File: config.mk
export PLATFORM = sky130hd
export DESIGN_NAME = prio_irq_ctrl
export DESIGN_NICKNAME = d
export VERILOG_FILES = /design/src/rtl/prio_irq_pkg.sv /design/src/rtl/prio_rst_sync.sv /design/src/rtl/prio_cfg.sv /design/src/rtl/prio_arb.sv /design/src/rtl/prio_lifo.sv /design/src/rtl/prio_irq_ctrl.sv
export SDC_FILE = /design/constraint.sdc
export NUM_CORES = 1
export LEC_CHECK = 0
export BUFFER_PORTS_ARGS = -buffer_cell sky130_fd_sc_hd__buf_2
export CORE_ASPECT_RATIO = 0.6
export CORE_MARGIN = 2
export CORE_UTILIZATION = 60
export DETAILED_ROUTE_END_ITERATION = 8
export PLACE_DENSITY = 0.8
export SYNTH_ARGS = -nofsm -noshare
export SYNTH_HDL_FRONTEND = slang
export SYNTH_HIERARCHICAL = 1
export SYNTH_SLANG_ARGS = --single-unit
File: constraint.sdc
create_clock -name clk -period 37.9 [get_ports clk]
set_input_delay 1.895 -clock clk [delete_from_list [all_inputs] [get_ports clk]]
set_output_delay 1.895 -clock clk [all_outputs]
set_load 0.005 [all_outputs]
File: src/rtl/prio_irq_pkg.sv
package prio_irq_pkg;
  localparam int ADDR_W = 5;

  localparam logic [ADDR_W-1:0] A_CURPRI = 5'h00;
  localparam logic [ADDR_W-1:0] A_ACK    = 5'h01;
  localparam logic [ADDR_W-1:0] A_EOI    = 5'h02;
  localparam logic [ADDR_W-1:0] A_STAT   = 5'h03;

  localparam int ST_OVF_BIT   = 0;
  localparam int ST_UNF_BIT   = 1;
  localparam int ST_DEPTH_LSB = 8;
  localparam int ACK_VLD_BIT  = 31;
endpackage

File: src/rtl/prio_rst_sync.sv
module prio_rst_sync (
  input  logic clk,
  input  logic rst_n,
  output logic rst_sync_n
);
  logic stage_q;
  logic out_q;

  always_ff @(posedge clk or negedge rst_n) begin
    if (!rst_n) begin
      stage_q <= 1'b0;
      out_q   <= 1'b0;
    end else begin
      stage_q <= 1'b1;
      out_q   <= stage_q;
    end
  end

  assign rst_sync_n = out_q;
endmodule

File: src/rtl/prio_cfg.sv
module prio_cfg #(
  parameter int NSRC = 16,
  parameter int PW   = 4
) (
  input  logic                      clk,
  input  logic                      rst_n,
  input  logic [NSRC-1:0]           wen,
  input  logic [PW-1:0]             wdata,
  output logic [NSRC-1:0][PW-1:0]   prio
);
  for (genvar g = 0; g < NSRC; g++) begin : g_src
    logic [PW-1:0] prio_q;
    logic [PW-1:0] prio_d;

    always_comb begin
      prio_d = prio_q;
      if (wen[g]) prio_d = wdata;
    end

    always_ff @(posedge clk or negedge rst_n) begin
      if (!rst_n) prio_q <= '0;
      else if (wen[g]) prio_q <= prio_d;
    end

    assign prio[g] = prio_q;
  end
endmodule

File: src/rtl/prio_arb.sv
module prio_arb #(
  parameter int NSRC = 16,
  parameter int PW   = 4,
  localparam int IDXW = (NSRC > 1) ? $clog2(NSRC) : 1
) (
  input  logic [NSRC-1:0]          req,
  input  logic [NSRC-1:0][PW-1:0]  prio,
  input  logic [PW-1:0]            cur,
  output logic [IDXW-1:0]          win_idx,
  output logic [PW-1:0]            win_prio,
  output logic                     win_hit
);
  logic [PW-1:0]   best_p;
  logic [IDXW-1:0] best_i;

  // Ascending scan with strict compare: lowest index keeps a tie,
  // and a zero priority can never displace the initial zero.
  always_comb begin
    best_p = '0;
    best_i = '0;
    for (int i = 0; i < NSRC; i++) begin
      if (req[i] && (prio[i] > best_p)) begin
        best_p = prio[i];
        best_i = IDXW'(i);
      end
    end
  end

  assign win_idx  = best_i;
  assign win_prio = best_p;
  assign win_hit  = best_p > cur;
endmodule

File: src/rtl/prio_lifo.sv
module prio_lifo #(
  parameter int DEPTH = 15,
  parameter int PW    = 4,
  localparam int CW   = $clog2(DEPTH + 1)
) (
  input  logic          clk,
  input  logic          rst_n,
  input  logic          push,
  input  logic          pop,
  input  logic [PW-1:0] din,
  output logic [PW-1:0] top,
  output logic [CW-1:0] cnt,
  output logic          full,
  output logic          empty
);
  logic [CW-1:0]   cnt_q;
  logic [CW-1:0]   cnt_d;
  logic [PW-1:0]   mem [DEPTH];
  logic [DEPTH-1:0] wen;

  assign full  = (cnt_q == CW'(DEPTH));
  assign empty = (cnt_q == '0);

  always_comb begin
    cnt_d = cnt_q;
    if (push && !full)      cnt_d = cnt_q + CW'(1);
    else if (pop && !empty) cnt_d = cnt_q - CW'(1);
  end

  always_ff @(posedge clk or negedge rst_n) begin
    if (!rst_n) cnt_q <= '0;
    else if (push || pop) cnt_q <= cnt_d;
  end

  for (genvar g = 0; g < DEPTH; g++) begin : g_ent
    assign wen[g] = push && (full ? (g == DEPTH - 1) : (cnt_q == CW'(g)));

    always_ff @(posedge clk) begin
      if (wen[g]) mem[g] <= din;
    end
  end

  always_comb begin
    top = '0;
    for (int i = 0; i < DEPTH; i++) begin
      if (cnt_q == CW'(i + 1)) top = mem[i];
    end
  end

  assign cnt = cnt_q;
endmodule

File: src/rtl/prio_irq_ctrl.sv
module prio_irq_ctrl
  import prio_irq_pkg::*;
#(
  parameter int NSRC  = 16,
  parameter int PW    = 4,
  parameter int DEPTH = 15,
  parameter int DW    = 32,
  localparam int IDXW = (NSRC > 1) ? $clog2(NSRC) : 1,
  localparam int CW   = $clog2(DEPTH + 1)
) (
  input  logic                clk,
  input  logic                rst_n,
  input  logic [NSRC-1:0]     irq_src,
  input  logic                reg_wr,
  input  logic                reg_rd,
  input  logic [ADDR_W-1:0]   reg_addr,
  input  logic [DW-1:0]       reg_wdata,
  output logic [DW-1:0]       reg_rdata,
  output logic                irq_out
);
  logic rst_int_n;

  prio_rst_sync u_rst (
    .clk        (clk),
    .rst_n      (rst_n),
    .rst_sync_n (rst_int_n)
  );

  // ---------------- decode ----------------
  logic                 wr_cur, wr_eoi, wr_stat, ack_rd, ack_fire;
  logic [NSRC-1:0]      prio_wen;
  logic [ADDR_W-2:0]    prio_sel;

  assign wr_cur  = reg_wr && (reg_addr == A_CURPRI);
  assign wr_eoi  = reg_wr && (reg_addr == A_EOI);
  assign wr_stat = reg_wr && (reg_addr == A_STAT);
  assign ack_rd  = reg_rd && !reg_wr && (reg_addr == A_ACK);
  assign prio_sel = reg_addr[ADDR_W-2:0];

  for (genvar g = 0; g < NSRC; g++) begin : g_wen
    assign prio_wen[g] = reg_wr && reg_addr[ADDR_W-1] &&
                         (prio_sel == (ADDR_W-1)'(g));
  end

  // ---------------- datapath ----------------
  logic [NSRC-1:0][PW-1:0] prio;
  logic [IDXW-1:0]         win_idx;
  logic [PW-1:0]           win_prio;
  logic                    win_hit;
  logic [PW-1:0]           cur_q, cur_d;
  logic [PW-1:0]           lifo_top;
  logic [CW-1:0]           lifo_cnt;
  logic                    lifo_full, lifo_empty;
  logic                    ovf_q, ovf_d, unf_q, unf_d;
  logic                    irq_q, irq_d;
  logic                    state_en;

  prio_cfg #(.NSRC(NSRC), .PW(PW)) u_cfg (
    .clk   (clk),
    .rst_n (rst_int_n),
    .wen   (prio_wen),
    .wdata (reg_wdata[PW-1:0]),
    .prio  (prio)
  );

  prio_arb #(.NSRC(NSRC), .PW(PW)) u_arb (
    .req      (irq_src),
    .prio     (prio),
    .cur      (cur_q),
    .win_idx  (win_idx),
    .win_prio (win_prio),
    .win_hit  (win_hit)
  );

  assign ack_fire = ack_rd && win_hit;

  prio_lifo #(.DEPTH(DEPTH), .PW(PW)) u_lifo (
    .clk   (clk),
    .rst_n (rst_int_n),
    .push  (ack_fire),
    .pop   (wr_eoi),
    .din   (cur_q),
    .top   (lifo_top),
    .cnt   (lifo_cnt),
    .full  (lifo_full),
    .empty (lifo_empty)
  );

  // ---------------- next state ----------------
  always_comb begin
    cur_d = cur_q;
    ovf_d = ovf_q;
    unf_d = unf_q;
    if (ack_fire) begin
      cur_d = win_prio;
      if (lifo_full) ovf_d = 1'b1;
    end else if (wr_eoi) begin
      cur_d = lifo_empty ? '0 : lifo_top;
      if (lifo_empty) unf_d = 1'b1;
    end else if (wr_cur) begin
      cur_d = reg_wdata[PW-1:0];
    end else if (wr_stat) begin
      if (reg_wdata[ST_OVF_BIT]) ovf_d = 1'b0;
      if (reg_wdata[ST_UNF_BIT]) unf_d = 1'b0;
    end
  end

  assign irq_d    = win_hit && !ack_fire;
  assign state_en = ack_fire || wr_eoi || wr_cur || wr_stat;

  always_ff @(posedge clk or negedge rst_int_n) begin
    if (!rst_int_n) begin
      cur_q <= '0;
      ovf_q <= 1'b0;
      unf_q <= 1'b0;
    end else if (state_en) begin
      cur_q <= cur_d;
      ovf_q <= ovf_d;
      unf_q <= unf_d;
    end
  end

  always_ff @(posedge clk or negedge rst_int_n) begin
    if (!rst_int_n) irq_q <= 1'b0;
    else            irq_q <= irq_d;
  end

  assign irq_out = irq_q;

  // ---------------- read mux ----------------
  always_comb begin
    reg_rdata = '0;
    if (reg_addr[ADDR_W-1]) begin
      if (int'(prio_sel) < NSRC) reg_rdata[PW-1:0] = prio[prio_sel[IDXW-1:0]];
    end else begin
      case (reg_addr)
        A_CURPRI: reg_rdata[PW-1:0] = cur_q;
        A_ACK: begin
          if (win_hit) begin
            reg_rdata[ACK_VLD_BIT] = 1'b1;
            reg_rdata[IDXW-1:0]    = win_idx;
          end
        end
        A_STAT: begin
          reg_rdata[ST_OVF_BIT]          = ovf_q;
          reg_rdata[ST_UNF_BIT]          = unf_q;
          reg_rdata[ST_DEPTH_LSB +: CW]  = lifo_cnt;
        end
        default: reg_rdata = '0;
      endcase
    end
  end

  logic unused_wbits;
  assign unused_wbits = ^reg_wdata[DW-1:PW];
endmodule

==> impl_metrics.toml <==
[yosys]
syn-instance-count = 1010
yosys.area_share.adder = 0.06928
post-synth-top-area-cell = "dfrtp_1"
synth_edf_count = 60
synth_top_family_by_area = "compound AO/OA/AOI/OAI gates"
yosys_warnings = 6
complex_gate_fraction_of_the_synthesized_area = 0.2088
yosys_reg_bits = 137
synth_seq_area_share = 0.3687
synth.mux.area_fraction = 0.1293
ys_dominant_reg_cell = "dfrtp_1"
synthDominantCellAreaShare = 0.1905
synth_top_cells_by_area = "dfrtp_1 19%, edfxtp_1 18%, ha_1 6.9%"
synth_area_um2 = 10110
synth_xor_xnor_area_share = 0.004330
synth_cell_types = 108
yosys.area_share.simple = 0.1518
postSynthAreaPerCell_um2 = 10.01
async_reset_ff_frac = 0.5620

[placement]
port_buffers = 38
place_congestion = 0.9398
dp_hpwl_mm = 19.84

[drt]
drt_pre_antenna_iters = 7
drc_errors = 0
routed_wire_length_per_instance_um = 21.78
drt_wl_total_mm = 27.71
drt-vias-per-instance = 6.686
dr_iter_0_viols = 937
detailroute.via_count = 8504
drtAntennaViolNets = 0

[clock_network]
htree_num_levels = 4
tritoncts.num_buffers = 17
tritoncts = "built"
clock-sinks = 137
cts_hold_buffers = 0
post_cts_resize_count = 0
clock_latency_ns = 0.42
number_of_setup_buffers_added_after_cts = 0
clockRootBuffer = "clkbuf_16"
clkTransAtPathRegs_ns = 0.06
clockBufferDepth = 2

[setup_path]
critical_path.max_stage_delay_ns = 0.51
timing.critical_path.fanout_max = 12
required_ns = 36.00
cell_at_the_slowest_stage_of_the_critical_path = "nor2_1"
worst-r2r-cell-count = 122
critPathCaptureType = "output port"
critical_path_most_common_cell = "ha_1"
worst-setup-path-type = "in2out"
reg2reg_to = "u_lifo/mem[1][17]"
crit_path_start_kind = "input pin"
rr_startpoint = "u_cfg/g_src[0].prio_q[3]"
ff2ff_setup_slack_ns = 9.46
cp.arrival_ns = 28.85

[timing]
tightestPinTransition_ns = 1.011
timing.final.max_slew_violations = 0
finalSetupViolations = 0
worst_clock_skew_ns = 0.01085
setup_repair_after_global_routing_missed_its_margin = "false"
timing.setup.tns_ns = 0
timing.final.hold_violations = 0
worst_slew_margin_rel = 0.3263
layout_worst_path_cycle_share = 0.8112
finalWorstPathRequiredPeriod_ns = 30.74
fin_hold_ws_ns = 0.3564
fmax_ghz = 0.03253

[hold_path]
worst_hold_startpoint = "u_rst/stage_q"
hold_path.class = "reg2reg"
min_path_cells = 0
holdPathEnd = "u_rst/rst_sync_n"

[cells_and_area]
fillCellCount = 1265
design.final.nets = 1144
most-common-layout-cells = "84 x nand2_1, 76 x dfrtp_1, 69 x inv_1"
layout_commonest_cell = "nand2_1"
multi_input_area_um2 = 5789
register_area_um2 = 3732
antenna_cells_inserted = 0
area_growth_pct = 8.005
layout_cells_sized_above_1 = 0.1724

[grt]
number_of_global_route_vias_before_repair = 7908
grt_pass1_wl_mm = 43.09
all_layer_global_routing_usage = 0.3119
gr-total-overflow = 0
largest_net_degree_at_the_start_of_global_routing = 76
antenna_found_initial = 0

[floorplanning]
fp.coreArea_um2 = 16350
die_height_um = 104.6
die_area_um2 = 17940
starting_utilization_of_the_core_area = 0.6185
die_width_um = 171.6
floorplan.rows = 36
io-pin-count = 90

[run]
timing.max_cap.violations = 0

[run_status]
status = "complete, no violations"
-- worst max-delay path: cells and delay by family --
family,cells,cell delay (ns)
compound gates,64,13.16
fa+ha+maj,16,4.85
buf+inv,6,0.56
mux,5,1.73
simple gates,32,6.56
-- logic make-up (layout without fill, tap and decap cells) --
logic type,after synthesis,in the layout
other cells,2,24
simple gates,297,297
fa+ha+maj,56,56
mux,111,111
compound gates,268,268
flops,137,137
buf+inv,134,146
xor+xnor,5,5
-- cell usage after synthesis, drive strengths merged (14+ instances only) --
master,n
nand2,84
o21ai,44
nand3,40
nand2b,14
ha,56
a21o,24
nor2,53
buf,49
a22oi,15
nor2b,20
dfrtp,77
a21oi,39
a31oi,18
inv,70
nor3,23
mux2i,29
a221oi,14
edfxtp,60
mux2,74
-- sequential cells by signal (all words and copies together), names as in the netlist --
| signal | flops |
|---|---|
| u_cfg/g_src.prio_q | 64 |
| u_lifo/mem | 60 |
| cur_q | 4 |
| u_lifo/cnt | 4 |
| irq_out | 1 |
| ovf_q | 1 |
| u_rst/rst_sync_n | 1 |
| u_rst/stage_q | 1 |
| unf_q | 1 |
-- how the worst max path moves through the flow --
stage | depth (start not counted) | from | slack, ns | endpoint
final | 123 | irq_src[0] | 7.16 | reg_rdata[0]
after global routing | 126 | irq_src[0] | 5.45 | reg_rdata[1]
after CTS | 123 | irq_src[0] | 7.87 | reg_rdata[0]
after detailed placement | 123 | irq_src[0] | 8.12 | reg_rdata[0]
after global placement | 123 | irq_src[0] | 8.71 | reg_rdata[1]
after floorplan | 127 | irq_src[0] | 11.80 | reg_rdata[0]
-- layer usage --
| layer | wire, um | up-vias | track usage | share of wire |
|---|---|---|---|---|
| met5 | 0 | - | 0 | 0 |
| met4 | 403 | 0 | 0.07385 | 0.015 |
| met1 | 12320 | 4133 | 0.4864 | 0.44 |
| met2 | 11490 | 516 | 0.4271 | 0.41 |
| li1 | - | 3816 | - | - |
| met3 | 3493 | 39 | 0.08220 | 0.13 |
-- cell type report --
cell class / count / share of cell area
sequential: 137 / 0.3417
clock inverter: 14 / 0.01798
inverter: 72 / 0.02474
clock buffer: 18 / 0.03929
multi-input combinational: 761 / 0.5300
tap: 228 / 0.02612
timing repair buffer: 42 / 0.02016
-- stage by stage --
step	util	cells	setup slack (ns)	area (um2)
finish	0.6680	1272	7.155	10920
floorplan	-	1032	11.80	10200
global placement	0.6298	1240	8.705	10300
global route	0.6680	1272	5.448	10920
CTS	0.6680	1272	7.873	10920
detailed placement	0.6298	1240	8.121	10300
Power is not shown: default switching activity piles up to over one toggle a cycle in this logic, so the estimate is an artifact.
